[src/rtl/flash_cmd_pkg.sv]
// Shared types and command values for the flash segment command register.
// Assumes byte-wide commands; one bit of mode state.
package flash_cmd_pkg;
    typedef enum logic {
        MODE_READ = 1'b0,
        MODE_ID   = 1'b1
    } mode_t;

    localparam logic [7:0] CMD_IDENT = 8'h90;
    localparam logic [7:0] CMD_RESET = 8'hF0;
endpackage

[src/rtl/fcr_we_sync.sv]
// Brings the asynchronous write strobe into the clock domain through two
// flops, then detects its edges with a third delayed copy.
// Assumes each strobe level lasts at least two clock periods.
module fcr_we_sync (
    input  logic clk,
    input  logic rst_n,
    input  logic we_n,
    output logic fall_p,
    output logic rise_p
);
    logic s1, s2, s3;

    // synchronizer chain plus delayed copy; idle level is high
    always_ff @(posedge clk) begin
        if (!rst_n) begin
            s1 <= 1'b1;
            s2 <= 1'b1;
            s3 <= 1'b1;
        end else begin
            s1 <= we_n;
            s2 <= s1;
            s3 <= s2;
        end
    end

    // one-cycle pulses at each synchronized edge
    always_comb begin
        fall_p = s3 & ~s2;
        rise_p = ~s3 & s2;
    end
endmodule

[src/rtl/fcr_capture.sv]
// Takes the segment field on the falling strobe edge and the command byte
// on the rising edge, then presents them together with a one-cycle strobe.
// Assumes addr and din are stable around the synchronized edges.
module fcr_capture #(
    parameter int SEG_W = 2
) (
    input  logic             clk,
    input  logic             rst_n,
    input  logic             fall_p,
    input  logic             rise_p,
    input  logic [SEG_W-1:0] addr_seg,
    input  logic [7:0]       din,
    output logic             cmd_stb,
    output logic [SEG_W-1:0] cmd_seg,
    output logic [7:0]       cmd_data
);
    logic [SEG_W-1:0] seg_q;
    logic             armed;

    // hold the segment from the falling edge until the matching rising edge
    always_ff @(posedge clk) begin
        if (!rst_n) begin
            seg_q    <= '0;
            armed    <= 1'b0;
            cmd_stb  <= 1'b0;
            cmd_seg  <= '0;
            cmd_data <= '0;
        end else begin
            cmd_stb <= 1'b0;
            if (fall_p) begin
                seg_q <= addr_seg;
                armed <= 1'b1;
            end else if (rise_p && armed) begin
                armed    <= 1'b0;
                cmd_stb  <= 1'b1;
                cmd_seg  <= seg_q;
                cmd_data <= din;
            end
        end
    end


    stb_after_rise_chk: assert property (@(posedge clk) disable iff (!rst_n)
        cmd_stb |-> $past(rise_p));
endmodule

[src/rtl/fcr_mode_fsm.sv]
// Mode state machine: decodes captured commands for this segment and holds
// read or identification mode. Lockout overrides everything.
// Assumes at most one command strobe per cycle.
module fcr_mode_fsm
    import flash_cmd_pkg::*;
#(
    parameter int              SEG_W  = 2,
    parameter logic [SEG_W-1:0] SEG_ID = 1
) (
    input  logic             clk,
    input  logic             rst_n,
    input  logic             cmd_stb,
    input  logic [SEG_W-1:0] cmd_seg,
    input  logic [7:0]       cmd_data,
    input  logic             lockout,
    input  logic             wprot,
    output mode_t            mode
);
    logic accept;

    // a command counts only for this segment with both guards clear
    always_comb accept = cmd_stb && (cmd_seg == SEG_ID) && !lockout && !wprot;

    // mode register with lockout forcing array reads
    always_ff @(posedge clk) begin
        if (!rst_n) begin
            mode <= MODE_READ;
        end else if (lockout) begin
            mode <= MODE_READ;
        end else if (accept) begin
            case (cmd_data)
                CMD_IDENT: mode <= MODE_ID;
                CMD_RESET: mode <= MODE_READ;
                default:   mode <= mode;
            endcase
        end
    end


    lockout_forces_read_chk: assert property (@(posedge clk) disable iff (!rst_n)
        lockout |=> mode == MODE_READ);


    protect_holds_mode_chk: assert property (@(posedge clk) disable iff (!rst_n)
        (wprot && !lockout) |=> $stable(mode));
endmodule

[src/rtl/fcr_read_mux.sv]
// Chooses the read byte: array model data or identification codes.
// The array model folds the offset bits into a byte and XORs a constant.
module fcr_read_mux
    import flash_cmd_pkg::*;
#(
    parameter int         OFF_W    = 16,
    parameter logic [7:0] MFR_CODE = 8'h01,
    parameter logic [7:0] DEV_CODE = 8'hA4
) (
    input  mode_t            mode,
    input  logic [OFF_W-1:0] offset,
    output logic [7:0]       rd_data
);
    localparam logic [7:0] ARRAY_SEED = 8'h5A;

    logic [7:0] array_byte;

    // behavioural array: bit i of the offset lands on bit i mod 8
    always_comb begin
        array_byte = ARRAY_SEED;
        for (int i = 0; i < OFF_W; i++) begin
            array_byte[i % 8] = array_byte[i % 8] ^ offset[i];
        end
    end

    // output select by mode and offset
    always_comb begin
        if (mode == MODE_ID) begin
            if (offset == OFF_W'(0))      rd_data = MFR_CODE;
            else if (offset == OFF_W'(2)) rd_data = DEV_CODE;
            else                          rd_data = 8'h00;
        end else begin
            rd_data = array_byte;
        end
    end
endmodule

[src/rtl/flash_cmd_ctrl.sv]
// Top of the segment command register: strobe synchronizer, edge capture,
// mode state machine and read select.
// Assumes the address's upper SEG_W bits choose the segment.
module flash_cmd_ctrl
    import flash_cmd_pkg::*;
#(
    parameter int               AW       = 18,
    parameter int               SEG_W    = 2,
    parameter logic [SEG_W-1:0] SEG_ID   = 1,
    parameter logic [7:0]       MFR_CODE = 8'h01,
    parameter logic [7:0]       DEV_CODE = 8'hA4
) (
    input  logic          clk,
    input  logic          rst_n,
    input  logic          we_n,
    input  logic [AW-1:0] addr,
    input  logic [7:0]    din,
    input  logic          lockout,
    input  logic          wprot,
    output logic [7:0]    rd_data,
    output logic          id_mode
);
    localparam int OFF_W = AW - SEG_W;

    logic             fall_p, rise_p, cmd_stb;
    logic [SEG_W-1:0] cmd_seg;
    logic [7:0]       cmd_data;
    mode_t            mode;

    fcr_we_sync u_sync (
        .clk(clk), .rst_n(rst_n), .we_n(we_n),
        .fall_p(fall_p), .rise_p(rise_p)
    );

    fcr_capture #(.SEG_W(SEG_W)) u_cap (
        .clk(clk), .rst_n(rst_n), .fall_p(fall_p), .rise_p(rise_p),
        .addr_seg(addr[AW-1 -: SEG_W]), .din(din),
        .cmd_stb(cmd_stb), .cmd_seg(cmd_seg), .cmd_data(cmd_data)
    );

    fcr_mode_fsm #(.SEG_W(SEG_W), .SEG_ID(SEG_ID)) u_fsm (
        .clk(clk), .rst_n(rst_n), .cmd_stb(cmd_stb), .cmd_seg(cmd_seg),
        .cmd_data(cmd_data), .lockout(lockout), .wprot(wprot), .mode(mode)
    );

    fcr_read_mux #(.OFF_W(OFF_W), .MFR_CODE(MFR_CODE), .DEV_CODE(DEV_CODE)) u_mux (
        .mode(mode), .offset(addr[OFF_W-1:0]), .rd_data(rd_data)
    );

    // expose the mode as a flag
    always_comb id_mode = (mode == MODE_ID);


    id_entry_needs_cmd_chk: assert property (@(posedge clk) disable iff (!rst_n)
        $rose(id_mode) |-> $past(cmd_stb));


    id_exit_cause_chk: assert property (@(posedge clk) disable iff (!rst_n)
        $fell(id_mode) |-> ($past(cmd_stb) || $past(lockout)));
endmodule

[config.mk]
export PLATFORM = sky130hd
export DESIGN_NAME = flash_cmd_ctrl
export DESIGN_NICKNAME = d
export VERILOG_FILES = /design/src/rtl/flash_cmd_pkg.sv /design/src/rtl/fcr_we_sync.sv /design/src/rtl/fcr_capture.sv /design/src/rtl/fcr_mode_fsm.sv /design/src/rtl/fcr_read_mux.sv /design/src/rtl/flash_cmd_ctrl.sv
export SDC_FILE = /design/constraint.sdc
export NUM_CORES = 1
export LEC_CHECK = 0
export BUFFER_PORTS_ARGS = -buffer_cell sky130_fd_sc_hd__buf_2
export CORE_MARGIN = 2
export CORE_UTILIZATION = 49
export DETAILED_ROUTE_END_ITERATION = 8
export PLACE_DENSITY = 0.88
export RECOVER_POWER = 100
export SLEW_MARGIN = 20
export SYNTH_ARGS = -nofsm -noshare
export SYNTH_HDL_FRONTEND = slang
export SYNTH_HIERARCHICAL = 1
export SYNTH_SLANG_ARGS = --single-unit
[constraint.sdc]
create_clock -name clk -period 2 [get_ports clk]
set_input_delay 0.3 -clock clk [delete_from_list [all_inputs] [get_ports clk]]
set_output_delay 0.3 -clock clk [all_outputs]
set_load 0.05 [all_outputs]
==> impl_metrics.csv, run 1 <==
group,metric,value,unit
clocking,cts_num_sinks,18,
floorplanning,dieHeight,46.6,um
setup_path,startpoint,"addr[13]",
clocking,cts_tree,"built",
finish,final_net_count,170,
synth,ys_seq_area_share,40.4,%
synth,synthDistinctLibCells,28,
synth,netlist_area,891,um^2
placement,io_buffer_count,39,
finish,diodes,0,
placement,gp_congestion,0.688,
synth,syn_inst,98,
worst_hold_path,min_from,"we_n",
floorplanning,io_pins,40,
floorplanning,die_area,2180,um^2
job,drv_cap,0,
routing,ant_nets,0,
synth,yosysTopAreaCellShare,40.4,%
routing,wirelength,1.81,mm
setup_path,start_kind,"input pin",
grt,use_met1,16.8,%
synth,ys_ff_latch,18,
run_status,outcome,"complete, no violations",
setup_path,reg2reg_depth,3,
synth,synth.area.top_cells,"dfxtp_1 40%, mux2i_1 13%, nand2_1 8.4%",
floorplanning,start_util,51.6,%
worst_hold_path,hold_class,"in2reg",
finish,syn_to_final_growth,26.4,%
setup_path,criticalPathCategory,"in2out",
clocking,htreeDepth,1,
routing,first_iter_violations,8,
setup_path,r2r-end,"u_cap/cmd_stb",
clocking,ctsHoldBuffers,0,
sta,maxSlewHeadroom,33.1,%
sta,finalMaxSlewViolations,0,
grt,track_usage,17.7,%
sta,finClkSkew,0.00751,ns
synth,yosys_warnings,6,
grt,grt_max_degree,29,
clocking,ctsRootBufferMaster,"clkbuf_4",
placement,dpl_worst_slack,0.254,ns
finish,final_cells,163,
pwr,p_per_area,660,nW/um^2
sta,hold_viol,0,
synth,syn_avg_cell_area,9.09,um^2
setup_path,endpoint,"rd_data[5]",
setup_path,path_max_fanout,4,
sta,setup_slack,0.190,ns
grt,grt_pass1_vias,684,
sta,finalSetupViolCount,0,
clocking,cts_buffers,3,
routing,wl_per_cell,11.1,um
setup_path,reg2reg_from,"u_sync/s3",
sta,period_minus_slack,1.81,ns
sta,rsz0062_at_grt,"no",
synth,synth_top_area_cell,"dfxtp_1",
setup_path,required,1.70,ns
pwr,cellLeakagePower,0.474,nW
sta,worstMarginPinSlew,1.00,ns
sta,finalCritPeriodShare,90.5,%
pwr,p_total,0.743,mW
clocking,postCtsResizedCells,0,
grt,met2_usage,33.9,%
routing,drc_errors,0,
sta,tns,0,ns
setup_path,rrSetupSlack,0.53,ns
sta,whs,0.189,ns
grt,grt_pass1_wl,2.64,mm
floorplanning,die-width,46.6,um
clocking,clockBufferDepth,2,
clocking,clk_latency,0.29,ns
placement,dp_cells,159,
synth,syn_nets,129,
setup_path,cp.arrival,1.51,ns
routing,vias_per_cell,4.99,
setup_path,critPathCaptureType,"primary output",
routing,via_count,814,
finish,drive_gt1_share,28.3,%
placement,place_hpwl,1.44,mm
clocking,clkSlewWorstSetupHoldPaths,0.10,ns
grt,globalRoute.busiestLayer,"met2",
grt,grt_antenna_before_repair,0,
grt,met3_usage,3.92,%
sta,fmaxAchievable,552,MHz
grt,grt_overflow,0,
pwr,ir_worst_vdd,0.591,mV
floorplanning,core,1730,um^2
clocking,post_cts_buffers,0,
floorplanning,num_rows,15,
routing,dr.pass1.iters,4,
## power by group
group | leakage [nW] | total (mW) | switching [mW] | internal (mW)
clock network | 0.0210 | 0.218 | 0.107 | 0.111
registers | 0.146 | 0.366 | 0.00213 | 0.364
logic | 0.307 | 0.160 | 0.107 | 0.0530
## cells by family (layout without fill, tap and decap cells)
| group | count (synthesis) | count (layout) | share of synthesized area [%] |
|---|---|---|---|
| xor+xnor | 8 | 8 | 7.86 |
| flops | 18 | 18 | 40.4 |
| mux | 12 | 12 | 13.5 |
| compound gates | 8 | 8 | 6.74 |
| simple gates | 46 | 46 | 27.5 |
| buf+inv | 6 | 46 | 3.93 |
## per-stage QoR
step	cell area, um^2	util (%)
global route	1130	65.2
CTS	1130	65.7
floorplan	891	-
detailed placement	1100	63.6
finish	1130	65.2
global placement	1100	63.6
## layout by cell type (no fill, tap or decap), drive strengths merged
master / instances
dfxtp: 18
and4: 1
nand4: 1
and4bb: 2
xor2: 4
and3b: 1
nor3: 1
xnor2: 4
o22ai: 4
or4b: 1
and2: 1
nand4bb: 1
buf: 30
o21a: 1
nor2b: 5
a21oi: 1
nor4: 2
clkbuf: 14
inv: 2
a31oi: 1
o311a: 1
nand2b: 3
mux2i: 12
nand2: 20
nor2: 7
## area by class of cell
| type | instances | area [um^2] |
|---|---|---|
| multi-input cells | 74 | 495 |
| well taps | 25 | 31.3 |
| inverters | 2 | 7.51 |
| flip-flops and latches | 18 | 360 |
| clock buffers | 4 | 36.3 |
| fillers | 166 | 601 |
| repair buffers | 40 | 195 |
## sequential cells by signal, summed over array words and instances, names as in the netlist
name            flops
u_sync/s3           1
u_cap/seg_q         2
u_cap/armed         1
u_fsm/mode          1
u_sync/s1           1
u_cap/cmd_data      8
u_cap/cmd_stb       1
u_cap/cmd_seg       2
u_sync/s2           1
## cell usage after synthesis
cell type	count
and4_1	1
o22ai_1	3
buf_2	1
o22ai_2	1
xnor2_1	4
nor2_1	7
xor2_1	4
dfxtp_1	18
and4bb_1	2
and3b_1	1
buf_4	1
o311a_1	1
or4b_1	1
nor4_1	2
nor3_1	1
inv_1	2
nand4_1	1
buf_6	1
a31oi_1	1
o21a_1	1
and2_1	1
a21oi_1	1
nor2b_1	5
nand2_1	20
clkbuf_1	1
nand4bb_1	1
mux2i_1	12
nand2b_1	3
## how the worst min path moves through the flow
stage,to,cells past startpoint
after detailed placement,u_sync/s2,1
final,u_sync/s1,2
after global routing,u_sync/s1,2
after floorplan,u_sync/s1,1
after CTS,u_sync/s1,2
after global placement,u_sync/s2,1
## worst max-delay path: stages
cell      delay [ns]
buf_2           0.11
nor4_1          0.29
nand4_1         0.26
o22ai_1         0.24
clkbuf_2        0.30
## metal layers
layer	vias to the layer above	routed length [um]
li1	415	-
met1	363	716
met2	34	901
met3	2	181
met4	0	13
met5	-	0
Note: power is estimated with default switching activity, not from simulation.
==> run 2, diff against run 1 <==
- ABC_AREA: unset -> 1
- BUFFER_PORTS_ARGS: -buffer_cell sky130_fd_sc_hd__buf_2 -> -buffer_cell sky130_fd_sc_hd__buf_4
- CORE_UTILIZATION: 49 -> 51
==> impl_metrics.csv, run 2 <==
group,metric,value,unit
finish,fillers,180,
sta,worstMarginPinSlew,0.698,ns
grt,grt_max_degree,20,
run_status,outcome,"complete, no violations",
setup_path,cp_slowest_stage_delay,0.59,ns
finish,layout_common_cells,"42 x nand2_1, 39 x nor2_1, 32 x buf_4",
placement,io_buffer_count,39,
floorplanning,dieHeight,48.9,um
sta,tns,0,ns
grt,grt_overflow,0,
setup_path,crit_path_cell_trace,"nand2_4, nor2_4, nand3_1, nand2_1, clkbuf_2",
synth,ys.flop_type,"dfxtp_1",
synth,ys_ff_latch,18,
finish,diodes,0,
pwr,p_per_area,574,nW/um^2
sta,fmaxAchievable,556,MHz
finish,final_net_count,234,
grt,grt_pass1_wl,3.80,mm
setup_path,path_max_fanout,10,
finish,final_util,68.8,%
finish,largest_reg_flops,8,
placement,place_hpwl,1.85,mm
clocking,postCtsResizedCells,0,
synth,synthTopCellsByCount,"42 x nand2_1, 38 x nor2_1, 21 x inv_1",
routing,dr.pass1.iters,4,
finish,reg.largest.list,"u_cap/cmd_data (8), u_cap/cmd_seg (2), u_cap/seg_q (2)",
clocking,clk_latency,0.29,ns
synth,ys_seq_area_share,35.0,%
clocking,clockBufferDepth,2,
setup_path,start_kind,"flop",
routing,first_iter_violations,23,
synth,synth_top_area_cell,"dfxtp_1",
finish,drive_gt1_share,26.2,%
synth,async_flop_share,0,%
synth,synthDistinctLibCells,22,
clocking,cts_num_sinks,18,
pwr,ir_worst_vdd,0.422,mV
clocking,post_cts_buffers,0,
clocking,cts_tree,"built",
clocking,ctsRootBufferMaster,"clkbuf_4",
clocking,htreeDepth,1,
grt,grt_antenna_before_repair,0,
synth,synth_edf_count,0,
synth,syn_avg_cell_area,6.35,um^2
finish,syn_to_final_growth,28.5,%
routing,wl_per_cell,9.88,um
grt,grt_pass1_vias,993,
clocking,clkSlewWorstSetupHoldPaths,0.10,ns
finish,final_common_cell,"nand2_1",
routing,drc_errors,0,
setup_path,cp.arrival,1.50,ns
sta,maxSlewHeadroom,53.5,%
setup_path,critPathSlowestCell,"dfxtp_1",
sta,finalSetupViolCount,0,
finish,seqCellArea,360,um^2
routing,ant_nets,0,
synth,yosysMostFrequentCell,"nand2_1",
setup_path,critPathCaptureType,"primary output",
grt,track_usage,19.9,%
synth,syn_inst,162,
floorplanning,die_area,2390,um^2
floorplanning,start_util,53.5,%
synth,syn_nets,193,
setup_path,required,1.70,ns
floorplanning,io_pins,40,
placement,gp_congestion,0.762,
sta,finalCritPeriodShare,89.9,%
floorplanning,core,1920,um^2
synth,netlist_area,1030,um^2
sta,finClkSkew,0.000581,ns
routing,via_count,1048,
clocking,cts_buffers,3,
synth,yosysTopAreaCellShare,35.0,%
pwr,cellLeakagePower,0.705,nW
floorplanning,num_rows,16,
sta,rsz0062_at_grt,"no",
floorplanning,die-width,48.9,um
synth,yosys_warnings,6,
finish,multiInputGateArea,515,um^2
sta,setup_slack,0.201,ns
routing,vias_per_cell,4.58,
worst_hold_path,hold_class,"in2reg",
sta,period_minus_slack,1.80,ns
sta,hold_viol,0,
job,drv_cap,0,
sta,whs,0.190,ns
placement,dpl_worst_slack,0.556,ns
clocking,ctsHoldBuffers,0,
sta,finalMaxSlewViolations,0,
routing,wirelength,2.26,mm
finish,regMostFlops,"u_cap/cmd_data",
synth,synth.area.top_cells,"dfxtp_1 35%, nand2_1 15%, nor2_1 14%",
pwr,p_total,0.759,mW
setup_path,criticalPathCategory,"reg2out",
run 2: metrics by stage:
step	area (um^2)	instances
floorplan	1030	162
global placement	1320	225
detailed placement	1320	225
CTS	1360	229
global route	1320	229
finish	1320	229
run 2: layout make-up:
class	count	area share, %
multi-input combinational	113	39.0
sequential	18	27.3
timing repair buffer	39	20.4
inverter	28	8.05
clock buffer	4	2.75
tap	27	2.56
run 2: per-layer routing:
layer / GRT usage [%] / vias up / routed length, um
met5: 0 / - / 0
met4: 5.71 / 0 / 0
met3: 3.68 / 0 / 81
met2: 39.5 / 23 / 1250
met1: 20.8 / 463 / 927
li1: - / 562 / -
run 2: final timing paths:
kind / endpoint / startpoint / slack [ns] / cells past startpoint
worst max-delay path: rd_data[0] / u_fsm/mode / 0.20 / 5
worst min-delay path: u_sync/s1 / we_n / 0.19 / 3
worst min register to register: u_sync/s2 / u_sync/s1 / 0.42 / 2
worst max register to register: u_cap/cmd_seg[0] / u_sync/s3 / 0.40 / 7
run 2: cells by family (layout without fill, tap and decap cells):
kind of cell / after synthesis / count (layout) / share of synthesized area [%]
AOI/OAI and AO/OA: 11 / 11 / 5.35
buffers and inverters: 31 / 71 / 13.4
and+or+nand+nor: 98 / 98 / 42.8
xor gates and xnor gates: 4 / 4 / 3.41
DFF: 18 / 18 / 35.0
run 2: where the power goes:
group	switching, mW	internal (mW)
clock	0.109	0.111
combinational	0.106	0.0652
sequential	0.00334	0.365
run 2: worst max-delay path, delay by kind of cell (launching register included):
family / cells / cell delay [ns]
flip-flops: 1 / 0.59
AND/OR/NAND/NOR: 4 / 0.34
buffers and inverters: 1 / 0.27
